File: config.mk
export PLATFORM = sky130hd
export DESIGN_NAME = i2c_ack_engine
export DESIGN_NICKNAME = d
export VERILOG_FILES = /design/src/rtl/i2c_ack_pkg.sv /design/src/rtl/i2c_ack_divider.sv /design/src/rtl/i2c_ack_addr_cmp.sv /design/src/rtl/i2c_ack_engine.sv
export SDC_FILE = /design/constraint.sdc
export NUM_CORES = 1
export LEC_CHECK = 0
export BUFFER_PORTS_ARGS = -buffer_cell sky130_fd_sc_hd__buf_2
export CORE_MARGIN = 3
export CORE_UTILIZATION = 31
export DETAILED_ROUTE_END_ITERATION = 6
export SYNTH_ARGS = -nofsm -noshare
export SYNTH_HDL_FRONTEND = slang
export SYNTH_SLANG_ARGS = --single-unit
File: constraint.sdc
create_clock -name clk -period 5.95 [get_ports clk]
set_input_delay 0.595 -clock clk [delete_from_list [all_inputs] [get_ports clk]]
set_output_delay 0.595 -clock clk [all_outputs]
set_load 0.03 [all_outputs]
File: src/rtl/i2c_ack_pkg.sv
package i2c_ack_pkg;
  typedef enum logic [1:0] {
    S_IDLE = 2'd0,
    S_LOW  = 2'd1,
    S_HIGH = 2'd2
  } seq_st_e;
endpackage

File: src/rtl/i2c_ack_divider.sv
module i2c_ack_divider #(
  parameter int CODE_W    = 5,
  parameter int STD_MULT  = 4,
  parameter int FAST_MULT = 1,
  parameter int MIN_HALF  = 2
) (
  input  logic              clk,
  input  logic              rst_n,
  input  logic              run,
  input  logic [CODE_W-1:0] code,
  input  logic              fast,
  output logic              phase_end
);
  localparam int MAXH  = (2**CODE_W) * STD_MULT + MIN_HALF;
  localparam int CNT_W = $clog2(MAXH + 1);

  logic [CNT_W-1:0] cnt_q, cnt_d, half, prod;

  always_comb begin
    prod = CNT_W'((32'(code) + 32'd1) * (fast ? FAST_MULT : STD_MULT));
    half = (prod < CNT_W'(MIN_HALF)) ? CNT_W'(MIN_HALF) : prod;
  end

  assign phase_end = run && (cnt_q == half - CNT_W'(1));

  always_comb begin
    if (!run || phase_end) cnt_d = '0;
    else                   cnt_d = cnt_q + CNT_W'(1);
  end

  always_ff @(posedge clk or negedge rst_n) begin
    if (!rst_n) cnt_q <= '0;
    else        cnt_q <= cnt_d;
  end


  phase_cnt_bound_chk: assert property (@(posedge clk) disable iff (!rst_n)
    run |-> (cnt_q < half));
endmodule

File: src/rtl/i2c_ack_addr_cmp.sv
module i2c_ack_addr_cmp #(
  parameter int ADDR_W = 7
) (
  input  logic [ADDR_W-1:0] addr_field,
  input  logic [ADDR_W-1:0] own_addr,
  input  logic              is_addr,
  input  logic              ack_bit,
  output logic              match,
  output logic              ack_low
);
  assign match   = (addr_field == own_addr);
  assign ack_low = !ack_bit && (!is_addr || match);
endmodule

File: src/rtl/i2c_ack_engine.sv
module i2c_ack_engine
  import i2c_ack_pkg::*;
#(
  parameter int SYS_CLK_HZ  = 20_000_000,
  parameter int FAST_MIN_HZ = 4_000_000,
  parameter int CODE_W      = 5,
  parameter int STD_MULT    = 4,
  parameter int FAST_MULT   = 1,
  parameter int MIN_HALF    = 2,
  parameter int ADDR_W      = 7
) (
  input  logic              clk,
  input  logic              rst_n,
  input  logic              cfg_we,
  input  logic [CODE_W+2:0] cfg_wdata,
  input  logic [ADDR_W-1:0] own_addr,
  input  logic              go_tx,
  input  logic              go_rx,
  input  logic              rx_is_addr,
  input  logic [ADDR_W:0]   tx_data,
  input  logic              sda_in,
  output logic              scl_oe,
  output logic              sda_oe,
  output logic              busy,
  output logic              done,
  output logic [ADDR_W:0]   rx_data,
  output logic              rw_flag,
  output logic              addr_match,
  output logic              ack_level
);
  localparam int  CFG_W    = CODE_W + 3;
  localparam int  DATA_W   = ADDR_W + 1;
  localparam int  FAST_IDX = CODE_W;
  localparam int  ACK_IDX  = CODE_W + 1;
  localparam int  CLK_IDX  = CODE_W + 2;
  localparam int  BITN_W   = $clog2(DATA_W + 1);
  localparam bit  FAST_OK  = (SYS_CLK_HZ >= FAST_MIN_HZ);
  localparam logic [CFG_W-1:0]  NONACK_MASK = ~(CFG_W'(1) << ACK_IDX);
  localparam logic [BITN_W-1:0] BIT_ACK     = BITN_W'(DATA_W);
  localparam logic [BITN_W-1:0] BIT_LASTD   = BITN_W'(DATA_W - 1);

  seq_st_e            st_q, st_d;
  logic [BITN_W-1:0]  bitn_q, bitn_d, last_bit;
  logic [DATA_W-1:0]  txsh_q, txsh_d, rxsh_q, rxsh_d, rxd_q, rxd_d;
  logic [CFG_W-1:0]   cfg_q, cfg_d;
  logic scl_q, scl_d, sda_q, sda_d, ack_q, ack_d, match_q, match_d;
  logic rxm_q, rxm_d, adr_q, adr_d, done_q, done_d;
  logic fast_eff, phase_end, abort_w, match_w, ack_low;

  generate
    if (FAST_OK) begin : g_fast
      assign fast_eff = cfg_q[FAST_IDX];
    end else begin : g_std_only
      assign fast_eff = 1'b0;
    end
  endgenerate

  assign busy     = (st_q != S_IDLE);
  assign abort_w  = cfg_we && busy && (((cfg_wdata ^ cfg_q) & NONACK_MASK) != '0);
  assign last_bit = cfg_q[CLK_IDX] ? BIT_ACK : BIT_LASTD;

  i2c_ack_divider #(
    .CODE_W(CODE_W), .STD_MULT(STD_MULT), .FAST_MULT(FAST_MULT), .MIN_HALF(MIN_HALF)
  ) u_div (
    .clk(clk), .rst_n(rst_n), .run(busy), .code(cfg_q[CODE_W-1:0]),
    .fast(fast_eff), .phase_end(phase_end)
  );

  i2c_ack_addr_cmp #(.ADDR_W(ADDR_W)) u_cmp (
    .addr_field(rxsh_q[DATA_W-1:1]), .own_addr(own_addr), .is_addr(adr_q),
    .ack_bit(cfg_q[ACK_IDX]), .match(match_w), .ack_low(ack_low)
  );

  always_comb begin
    st_d = st_q;  bitn_d = bitn_q; txsh_d = txsh_q; rxsh_d = rxsh_q;
    rxd_d = rxd_q; scl_d = scl_q; sda_d = sda_q; ack_d = ack_q;
    match_d = match_q; rxm_d = rxm_q; adr_d = adr_q; done_d = 1'b0;
    cfg_d = cfg_we ? cfg_wdata : cfg_q;
    unique case (st_q)
      S_IDLE: if (go_tx || go_rx) begin
        st_d = S_LOW;  bitn_d = '0;
        rxm_d = !go_tx; adr_d = !go_tx && rx_is_addr;
        txsh_d = tx_data; scl_d = 1'b1;
        sda_d = go_tx && !tx_data[DATA_W-1];
        ack_d = 1'b1; match_d = 1'b0;
      end
      S_LOW: if (phase_end) begin
        st_d = S_HIGH; scl_d = 1'b0;
        if (bitn_q == BIT_ACK) ack_d = sda_in;
        else if (rxm_q)        rxsh_d = {rxsh_q[DATA_W-2:0], sda_in};
      end
      S_HIGH: if (phase_end) begin
        scl_d = 1'b1;
        if (bitn_q == last_bit) begin
          st_d = S_IDLE; done_d = 1'b1; sda_d = 1'b0;
          match_d = adr_q && match_w;
          if (rxm_q) rxd_d = rxsh_q;
        end else begin
          st_d = S_LOW; bitn_d = bitn_q + BITN_W'(1);
          txsh_d = txsh_q << 1;
          if (bitn_q == BIT_LASTD) sda_d = rxm_q && ack_low;
          else                     sda_d = !rxm_q && !txsh_q[DATA_W-2];
        end
      end
      default: st_d = S_IDLE;
    endcase
    if (abort_w) begin
      st_d = S_IDLE; scl_d = 1'b0; sda_d = 1'b0; done_d = 1'b0;
    end
  end

  always_ff @(posedge clk or negedge rst_n) begin
    if (!rst_n) begin
      st_q <= S_IDLE; bitn_q <= '0; txsh_q <= '0; rxsh_q <= '0; rxd_q <= '0;
      cfg_q <= '0; scl_q <= 1'b0; sda_q <= 1'b0; ack_q <= 1'b1; match_q <= 1'b0;
      rxm_q <= 1'b0; adr_q <= 1'b0; done_q <= 1'b0;
    end else begin
      st_q <= st_d; bitn_q <= bitn_d; txsh_q <= txsh_d; rxsh_q <= rxsh_d; rxd_q <= rxd_d;
      cfg_q <= cfg_d; scl_q <= scl_d; sda_q <= sda_d; ack_q <= ack_d; match_q <= match_d;
      rxm_q <= rxm_d; adr_q <= adr_d; done_q <= done_d;
    end
  end

  assign scl_oe     = scl_q;
  assign sda_oe     = sda_q;
  assign done       = done_q;
  assign rx_data    = rxd_q;
  assign rw_flag    = rxd_q[0];
  assign addr_match = match_q;
  assign ack_level  = ack_q;


  sda_quiet_on_high_chk: assert property (@(posedge clk) disable iff (!rst_n)
    (!scl_q && $past(!scl_q) && !$past(abort_w)) |-> $stable(sda_q));

  no_ninth_clock_chk: assert property (@(posedge clk) disable iff (!rst_n)
    (busy && !cfg_q[CLK_IDX]) |-> (bitn_q < BIT_ACK));

  addr_miss_release_chk: assert property (@(posedge clk) disable iff (!rst_n)
    (st_q == S_LOW && bitn_q == BIT_ACK && rxm_q && adr_q && !match_w) |-> !sda_oe);

  done_single_pulse_chk: assert property (@(posedge clk) disable iff (!rst_n)
    done |=> !done);

  abort_release_chk: assert property (@(posedge clk) disable iff (!rst_n)
    abort_w |=> (!busy && !scl_oe && !sda_oe && !done));
endmodule

==> results of run 1 <==
per-layer routing:
metal | wire (µm) | share of wire, %
met5 | 0 | 0
met1 | 3420 | 48
met3 | 328 | 4.6
met4 | 37 | 0.51
met2 | 3400 | 47
worst register-to-register path, cell delays in order (launching register included):
cell       delay, ns
dfrtp_1         0.47
ha_1            0.28
xor2_1          0.15
and2_1          0.17
ha_1            0.20
ha_1            0.21
fa_1            0.43
a21o_2          0.22
a221oi_2        0.37
o221ai_2        0.22
nor2_1          0.19
or2_2           0.13
ha_1            0.17
nor3b_2         0.23
or3b_1          0.39
xnor2_1         0.20
nand2_1         0.09
a2bb2oi_2       0.19
or4_4           0.56
a21o_2          0.34
mux2_4          0.32
sequential cells by signal (all words and copies together) (netlist names):
name         flops
cfg_q            8
addr_match       1
txsh_q           7
scl_oe           1
st_q             2
done             1
adr_q            1
rx_data          8
sda_oe           1
ack_level        1
rxm_q            1
u_div.cnt_q      8
bitn_q           4
rxsh_q           8
kinds of logic after synthesis:
kind of cell / after synthesis / synth area share [%]
muxes: 33 / 11.7
other: 1 / 0.113
xor gates and xnor gates: 35 / 9.25
AOI/OAI and AO/OA: 52 / 12.2
DFF: 52 / 39.3
buffers and inverters: 24 / 4.27
adders and majority gates: 11 / 4.38
and+or+nand+nor: 122 / 18.8
cell usage after synthesis (all sizes together) (2+ instances only):
cell type / count
dfrtp: 51
nand2: 43
mux2: 29
xor2: 19
nor2: 18
xnor2: 16
nand3: 13
nor3: 12
a21oi: 10
ha: 10
clkbuf: 9
inv: 9
o21ai: 8
and3: 6
buf: 6
nand4: 6
a211oi: 5
a31oi: 4
mux2i: 4
nand2b: 4
nor2b: 4
a21o: 3
nor3b: 3
o21a: 3
a2111oi: 2
and2b: 2
and4: 2
o211ai: 2
o22ai: 2
o31ai: 2
or2: 2
or4: 2
through the flow:
| stage | setup slack (ns) | utilization [%] | area, µm² |
|---|---|---|---|
| after global placement | 0.450 | 35.0 | 3630 |
| final | 0.352 | 36.0 | 3730 |
| after floorplan | 0.655 | - | 3330 |
| after detailed placement | 0.235 | 35.0 | 3630 |
| after CTS | 0.192 | 35.9 | 3730 |
| after global routing | 0.0112 | 36.0 | 3730 |
where the power goes:
group	switching (W)	total [W]	internal (W)
Combinational	0.000195	0.000354	0.000159
Sequential	0.0000612	0.000470	0.000409
Clock	0.000132	0.000222	0.0000892
Total	0.000389	0.00105	0.000657
final cells by class:
cell class                      count  area (µm²)  share of cell area [%]
Multi-Input combinational cell    257        1890                    50.7
Clock inverter                      3        28.8                   0.771
Inverter                            9        33.8                   0.905
Sequential cell                    52        1300                    34.9
Tap cell                          136         170                    4.56
Timing Repair Buffer               46         235                    6.30
Clock buffer                        5        68.8                    1.84
worst max-delay path by stage:
stage,slack (ns),cells past startpoint,end,startpoint
floorplan,0.65,21,txsh_q[1],cfg_q[5]
global placement,0.45,20,txsh_q[3],cfg_q[0]
detailed placement,0.24,20,txsh_q[2],cfg_q[0]
CTS,0.19,20,txsh_q[5],cfg_q[0]
global route,0.01,20,txsh_q[2],cfg_q[0]
finish,0.35,20,txsh_q[5],cfg_q[0]
==> metrics.txt, run 1 <==
commonest non-fill, non-tap cell in the layout=dfrtp_1; crit path capture type=flop; number of flops mapped to enable cells by yosys=0; first-pass GRT wire length=12200 µm; Netlist cell types=64; DRC Markers=0; Slew Viols, Final=0; Nets=412; most used cell, CP=ha_1; async set-or-reset flop fraction in the synthesized netlist=100%; Row Count=37; Top Usage Layer GRT=met2; clock sinks=52; clock buffers created by TritonCTS=5; total power per unit cell area=280 mW/mm²; Largest delay share family, worst path=simple AND/OR/NAND/NOR gates; Final HPWL DP=5440 µm; RSZ-0062 raised after global routing=false; max cap viols=0; Post-CTS Resized=0; TritonCTS clock tree=yes; post-synthesis instance area=0.00331 mm²; hold-fix buffers at CTS=0; Detailed Route WL=7190 µm; Clock transition at path regs=0.11 ns; setup TNS=0 ns; Setup Buffers After CTS=0; Synth area leader=dfrtp_1; CP Launch Type=flop; crit share post-route=94.1%; DRT antenna net count=0; Initial DRC Count=99; Synth top area share=38.5%; die height=109 µm; die width=109 µm; Fillers=1060; FF-to-FF setup slack=0.35 ns; largest net degree at the start of global routing=53; worst-margin pin slew=1.11 ns; H-tree Lvls=2; CTS Buffer Depth=2; antenna cells=0; run status=complete, no violations; worst r2r src=cfg_q[0]; die area=0.0120 mm²; Hold Crit Class=in2async; TritonRoute pass-1 iters=4; total core area=0.0104 mm²; VDD IR-drop max=0.141 mV; placed cells=500; Max-slew headroom=26.1%; vias per cell=5.06; CP required=6.15 ns; routability cong.=0.905; root buffer cell=clkbuf_8; most frequent cells in the layout=dfrtp_1 (51), buf_2 (44), nand2_1 (43), mux2_2 (23), xor2_1 (19); CP max stage delay=0.56 ns; grt met2 use=20.7%; initial antenna violation count=0; IO Count=45; Crit Path Max Fanout=9; Ys Warns=0; Initial Utilization=32.0%; Hold Vio Cnt, Final=0; worst-path cell chain=ha_1 -> xor2_1 -> and2_1 -> ha_1 -> ha_1 -> fa_1 -> a21o_2 -> a221oi_2 -> o221ai_2 -> nor2_1 -> or2_2 -> ha_1 -> nor3b_2 -> or3b_1 -> xnor2_1 -> nand2_1 -> a2bb2oi_2 -> or4_4 -> a21o_2 -> mux2_4; Non-Filler Instances=508; WS Path Type=reg2reg; Syn-to-layout area delta=12.6%; ys flop type=dfrtp_1; met3 Use GR=2.17%; Seq cells post-synth=52; WP buf/inv=0; most area-consuming cells after synthesis=dfrtp_1 (39%), mux2_2 (7.8%), xor2_1 (5.0%); CP max stage cell=or4_4; Syn Area/Cell=10.0 µm²; vias in the first global route=2483; Routed WL per cell=14.1 µm; post-route minimum period=5.60 ns; Skew-Pair Late Insertion Delay=0.31 ns; static leakage=1.72 nW; fmax=179 MHz; final setup fails=0; reg2reg path depth=20; GR Util met1=17.5%; synthesized instance count=330; CP arrival=5.80 ns; Port-buffer cells=44; via count=2568; total power=0.00105 W; final hold slack=0.395 ns; share of cells above drive strength 1=28.5%; remaining global-route overflow=0; register area share after synthesis=39.3%; total track usage=12.6%; Reg2Reg Capture Point=txsh_q[5]; final setup skew=0.0104 ns
Power figures use the tool's default switching activity.
==> inputs of run 2 (changes only) <==
- CORE_MARGIN: 3 -> 5
==> metrics.txt, run 2 (synthesized netlist as in run 1, its figures left out) <==
worst-margin pin slew=1.12 ns; fmax=177 MHz; die width=113 µm; clock sinks=52; remaining global-route overflow=0; most frequent cells in the layout=dfrtp_1 (51), buf_2 (44), nand2_1 (43), mux2_2 (23), xor2_1 (19); Setup Buffers After CTS=0; Final Worst Setup Slack=0.313 ns; Skew-Pair Late Insertion Delay=0.32 ns; share of cells above drive strength 1=28.2%; TritonRoute pass-1 iters=4; Psw=0.000395 W; DRC Markers=0; Top Metal Used=met4; commonest non-fill, non-tap cell in the layout=dfrtp_1; Place WS=0.330 ns; max cap viols=0; final setup fails=0; reg2reg path depth=20; total power=0.00105 W; Post-DP Area=0.00363 mm²; FF-to-FF setup slack=0.31 ns; post-route minimum period=5.64 ns; Nets=412; die area=0.0129 mm²; routability cong.=0.796; die height=113 µm; Row Count=37; vias per cell=4.95; VDD IR-drop max=0.155 mV; design area=0.00373 mm²; CP required=6.16 ns; Crit Path Max Fanout=9; Fillers=1106; via count=2513; total power per unit cell area=282 mW/mm²; first-pass GRT wire length=12400 µm; Initial DRC Count=69; Hold Crit Class=in2async; CP arrival=5.85 ns; Met3 Routed Length=315 µm; Post-CTS Resized=0; Logic pwr share=33.8%; clock buffers created by TritonCTS=5; IO Count=45; Slew Viols, Final=0; WS Path Type=reg2reg; root buffer cell=clkbuf_8; Detailed Route WL=7300 µm; DRT antenna net count=0; RSZ-0062 raised after global routing=false; Hold Vio Cnt, Final=0; CTS Buffer Depth=2; TritonCTS clock tree=yes; final setup skew=0.00874 ns; Clock transition at path regs=0.11 ns; CP Launch Type=flop; Flop pwr share=44.6%; Final HPWL DP=5440 µm; hold-fix buffers at CTS=0; area occupied by multi-input gates=0.00189 mm²; Routed WL per cell=14.4 µm; initial antenna violation count=0; Initial Utilization=32.0%; Detail Route met2 WL=3380 µm; H-tree Lvls=2; Syn-to-layout area delta=12.6%; run status=complete, no violations; clock network fraction of total power=21.6%; Sequential Area=0.00130 mm²; crit share post-route=94.7%; total core area=0.0104 mm²; largest net degree at the start of global routing=53; Sw Ratio=37.6%; total track usage=11.7%; static leakage=1.72 nW; vias in the first global route=2609; crit path capture type=flop; Met1 Wirelength=3550 µm; setup TNS=0 ns; Int Pwr=0.000656 W; antenna cells=0; Port-buffer cells=44; Max-slew headroom=25.4%
run 2: metrics by stage:
step                utilization (%)  cells  hold slack, ns
floorplan                         -    333           0.299
global placement               35.0    500           0.473
detailed placement             35.0    500           0.488
CTS                            35.9    508           0.418
global route                   36.0    508           0.451
finish                         36.0    508           0.384
run 2: final cells by class:
type / count / area share, %
clock inverter: 3 / 0.771
tap: 136 / 4.56
timing repair buffer: 46 / 6.30
clock buffer: 5 / 1.84
multi-input combinational: 257 / 50.7
sequential: 52 / 34.9
inverter: 9 / 0.905
run 2: worst max-delay path, cell delays in order, from the launching register on:
cell and delay, ns:
dfrtp_1 0.47, ha_1 0.28, xor2_1 0.15, and2_1 0.16
ha_1 0.19, ha_1 0.20, fa_1 0.42, a21o_2 0.21
a221oi_2 0.36, o221ai_2 0.21, nor2_1 0.17, or2_2 0.13
ha_1 0.17, nor3b_2 0.27, or3b_1 0.41, xnor2_1 0.19
nand2_1 0.09, a2bb2oi_2 0.19, or4_4 0.55, a21o_1 0.36
mux2_4 0.36
run 2: power by group through the flow:
stage               clock network, W  logic (W)  registers, W
finish                      0.000227   0.000355      0.000469
global route                0.000252   0.000392      0.000480
CTS                         0.000236   0.000354      0.000469
detailed placement                 0   0.000351      0.000475
global placement                   0   0.000344      0.000474
floorplan                          0   0.000270      0.000469
run 2: worst paths after layout:
path | to | startpoint
worst max-delay path | txsh_q[4] | cfg_q[0]
worst min-delay path | txsh_q[4] | rst_n
worst max register to register | txsh_q[4] | cfg_q[0]
worst min register to register | rx_data[1] | rx_data[1]
max in group asynchronous | cfg_q[5] | rst_n
min in group clk | rx_data[1] | rx_data[1]
run 2: routing by layer:
metal	vias up	global-route usage, %
li1	1242	-
met1	1203	16.2
met2	61	19.0
met3	7	2.49
met4	0	2.40
met5	-	0
==> inputs of run 3 (changes only) <==
- ABC_AREA: default -> 1
==> metrics.txt, run 3 <==
TritonRoute pass-1 iters=4; total power per unit cell area=330 mW/mm²; Hold Vio Cnt, Final=0; Skew-Pair Late Insertion Delay=0.30 ns; clock sinks=52; total power=0.00128 W; setup TNS=0 ns; CP Launch Type=flop; Netlist cell types=41; Setup Buffers After CTS=0; Commonest cells post-synth=nand2_1 (157), dfrtp_1 (51), inv_1 (37); Routed WL per cell=11.9 µm; synthesized instance count=446; Port-buffer cells=44; number of flops mapped to enable cells by yosys=0; IO Count=45; Hold Crit Class=in2async; Post-DP Area=0.00376 mm²; commonest non-fill, non-tap cell in the layout=nand2_1; CTS Buffer Depth=2; CP arrival=4.42 ns; Reg2Reg Capture Point=rxsh_q[0]; Critical Path End=rxsh_q[0]; total core area=0.0108 mm²; worst r2r src=cfg_q[0]; Post-CTS Resized=0; TritonCTS clock tree=yes; Row Count=38; DRC Markers=0; remaining global-route overflow=0; most area-consuming cells after synthesis=dfrtp_1 (38%), nand2_1 (17%), nand4_1 (4.8%); Synth area leader=dfrtp_1; reg2reg path depth=25; die area=0.0132 mm²; crit path capture type=flop; post-route minimum period=4.22 ns; Syn-to-layout area delta=14.3%; largest net degree at the start of global routing=53; CP required=6.15 ns; initial antenna violation count=0; share of cells above drive strength 1=17.2%; first-pass GRT wire length=13400 µm; cell with the most instances after synthesis=nand2_1; Seq cells post-synth=52; DRT antenna net count=0; RSZ-0062 raised after global routing=false; vias in the first global route=2942; vias per cell=4.65; Ys Warns=0; routability cong.=0.819; fmax=237 MHz; hold-fix buffers at CTS=0; post-synthesis instance area=0.00340 mm²; H-tree Lvls=2; via count=2952; register area share after synthesis=38.3%; antenna cells=0; async set-or-reset flop fraction in the synthesized netlist=100%; run status=complete, no violations; worst setup path start=cfg_q[0]; ys flop type=dfrtp_1; Clock transition at path regs=0.10 ns; static leakage=2.02 nW; clock buffers created by TritonCTS=5; Slew Viols, Final=0; max cap viols=0; final hold slack=0.405 ns; die height=115 µm; FF-to-FF setup slack=1.73 ns; final setup fails=0; die width=115 µm; Crit Path Max Fanout=18; Synth top area share=37.5%; Initial DRC Count=106; Syn Area/Cell=7.63 µm²; root buffer cell=clkbuf_8; WS Path Type=reg2reg; Layout Utilization=36.0%; Final HPWL DP=5810 µm; final setup skew=0.00583 ns; most frequent cells in the layout=nand2_1 (157), dfrtp_1 (51), buf_2 (44), inv_1 (37), nor2_1 (36); total track usage=12.3%; Detailed Route WL=7580 µm; design area=0.00389 mm²; Nets=535; Initial Utilization=31.5%; Max-slew headroom=48.7%; worst-margin pin slew=0.766 ns; VDD IR-drop max=0.248 mV; crit share post-route=70.9%
## run 3: changes by cell type after synthesis, sizes merged, moves of 7 or more
cell,delta
nand2,+121
inv,+29
mux2,-28
nand3,+28
nor2,+23
nand4,+20
a21oi,-7
nor3,-7
## run 3: worst max-delay path: stages, from the launching register on
cell and delay, ns:
dfrtp_1 0.46, ha_1 0.25, xnor2_1 0.20, nor2_1 0.07, ha_1 0.20, ha_1 0.22, fa_1 0.44, nand3_1 0.10
nand3_1 0.12, inv_1 0.10, nand2_1 0.05, nand2_1 0.09, nor2_1 0.05, nor2_1 0.16, ha_1 0.22, nand2_1 0.09
nor2_1 0.14, xnor2_1 0.15, or2_1 0.14, nand2_1 0.05, nor3b_1 0.21, nand2_1 0.14, inv_4 0.19, nand3_4 0.14
nand2_1 0.11, nand2_1 0.05
## run 3: cell type report
class | instances | area [µm²]
inverters | 40 | 153
fillers | 1122 | 6900
clock inverters | 1 | 30.0
clock buffers | 7 | 96.3
well taps | 140 | 175
repair buffers | 46 | 235
flip-flops and latches | 52 | 1300
multi-input cells | 349 | 1900
## run 3: logic make-up (layout without fill, tap and decap cells)
logic type / Yosys count / after routing / share of synthesized area [%]
AND/OR/NAND/NOR: 286 / 286 / 39.9
flip-flops: 52 / 52 / 38.3
buffers and inverters: 48 / 94 / 6.25
XOR/XNOR: 26 / 26 / 6.91
AO/OA/AOI/OAI: 20 / 20 / 3.64
adder cells (fa/ha/maj): 11 / 11 / 4.27
multiplexers: 2 / 2 / 0.625
other: 1 / 4 / 0.110
## run 3: how the worst min path moves through the flow
stage / start / endpoint / slack [ns] / cells after the start
after floorplan: rst_n / addr_match / 0.30 / 0
after global placement: rx_data[6] / rx_data[6] / 0.46 / 2
after detailed placement: rx_data[6] / rx_data[6] / 0.46 / 2
after CTS: rst_n / txsh_q[4] / 0.43 / 2
after global routing: rst_n / txsh_q[4] / 0.47 / 2
final: rst_n / bitn_q[3] / 0.40 / 2
## run 3: metrics by stage
step | setup slack (ns) | cells
5_1_grt | 1.33 | 635
2_1_floorplan | 2.15 | 449
3_3_place_gp | 1.87 | 627
4_1_cts | 1.74 | 635
6_report | 1.73 | 635
3_5_place_dp | 1.78 | 627
## run 3: routing by layer
metal	track usage [%]	vias to the layer above	share of wire (%)	routed length, µm
met5	0	-	0	0
met4	2.97	0	1.2	88
met3	1.68	9	2.5	193
met2	20.8	43	48	3620
met1	16.6	1368	48	3680
li1	-	1532	-	-
## run 3: power breakdown
part	switching [W]	internal [W]	leakage (nW)	total (W)
clock network	0.000118	0.000149	0.0645	0.000267
logic	0.000340	0.000176	1.27	0.000516
registers	0.0000784	0.000421	0.685	0.000499
total	0.000536	0.000746	2.02	0.00128
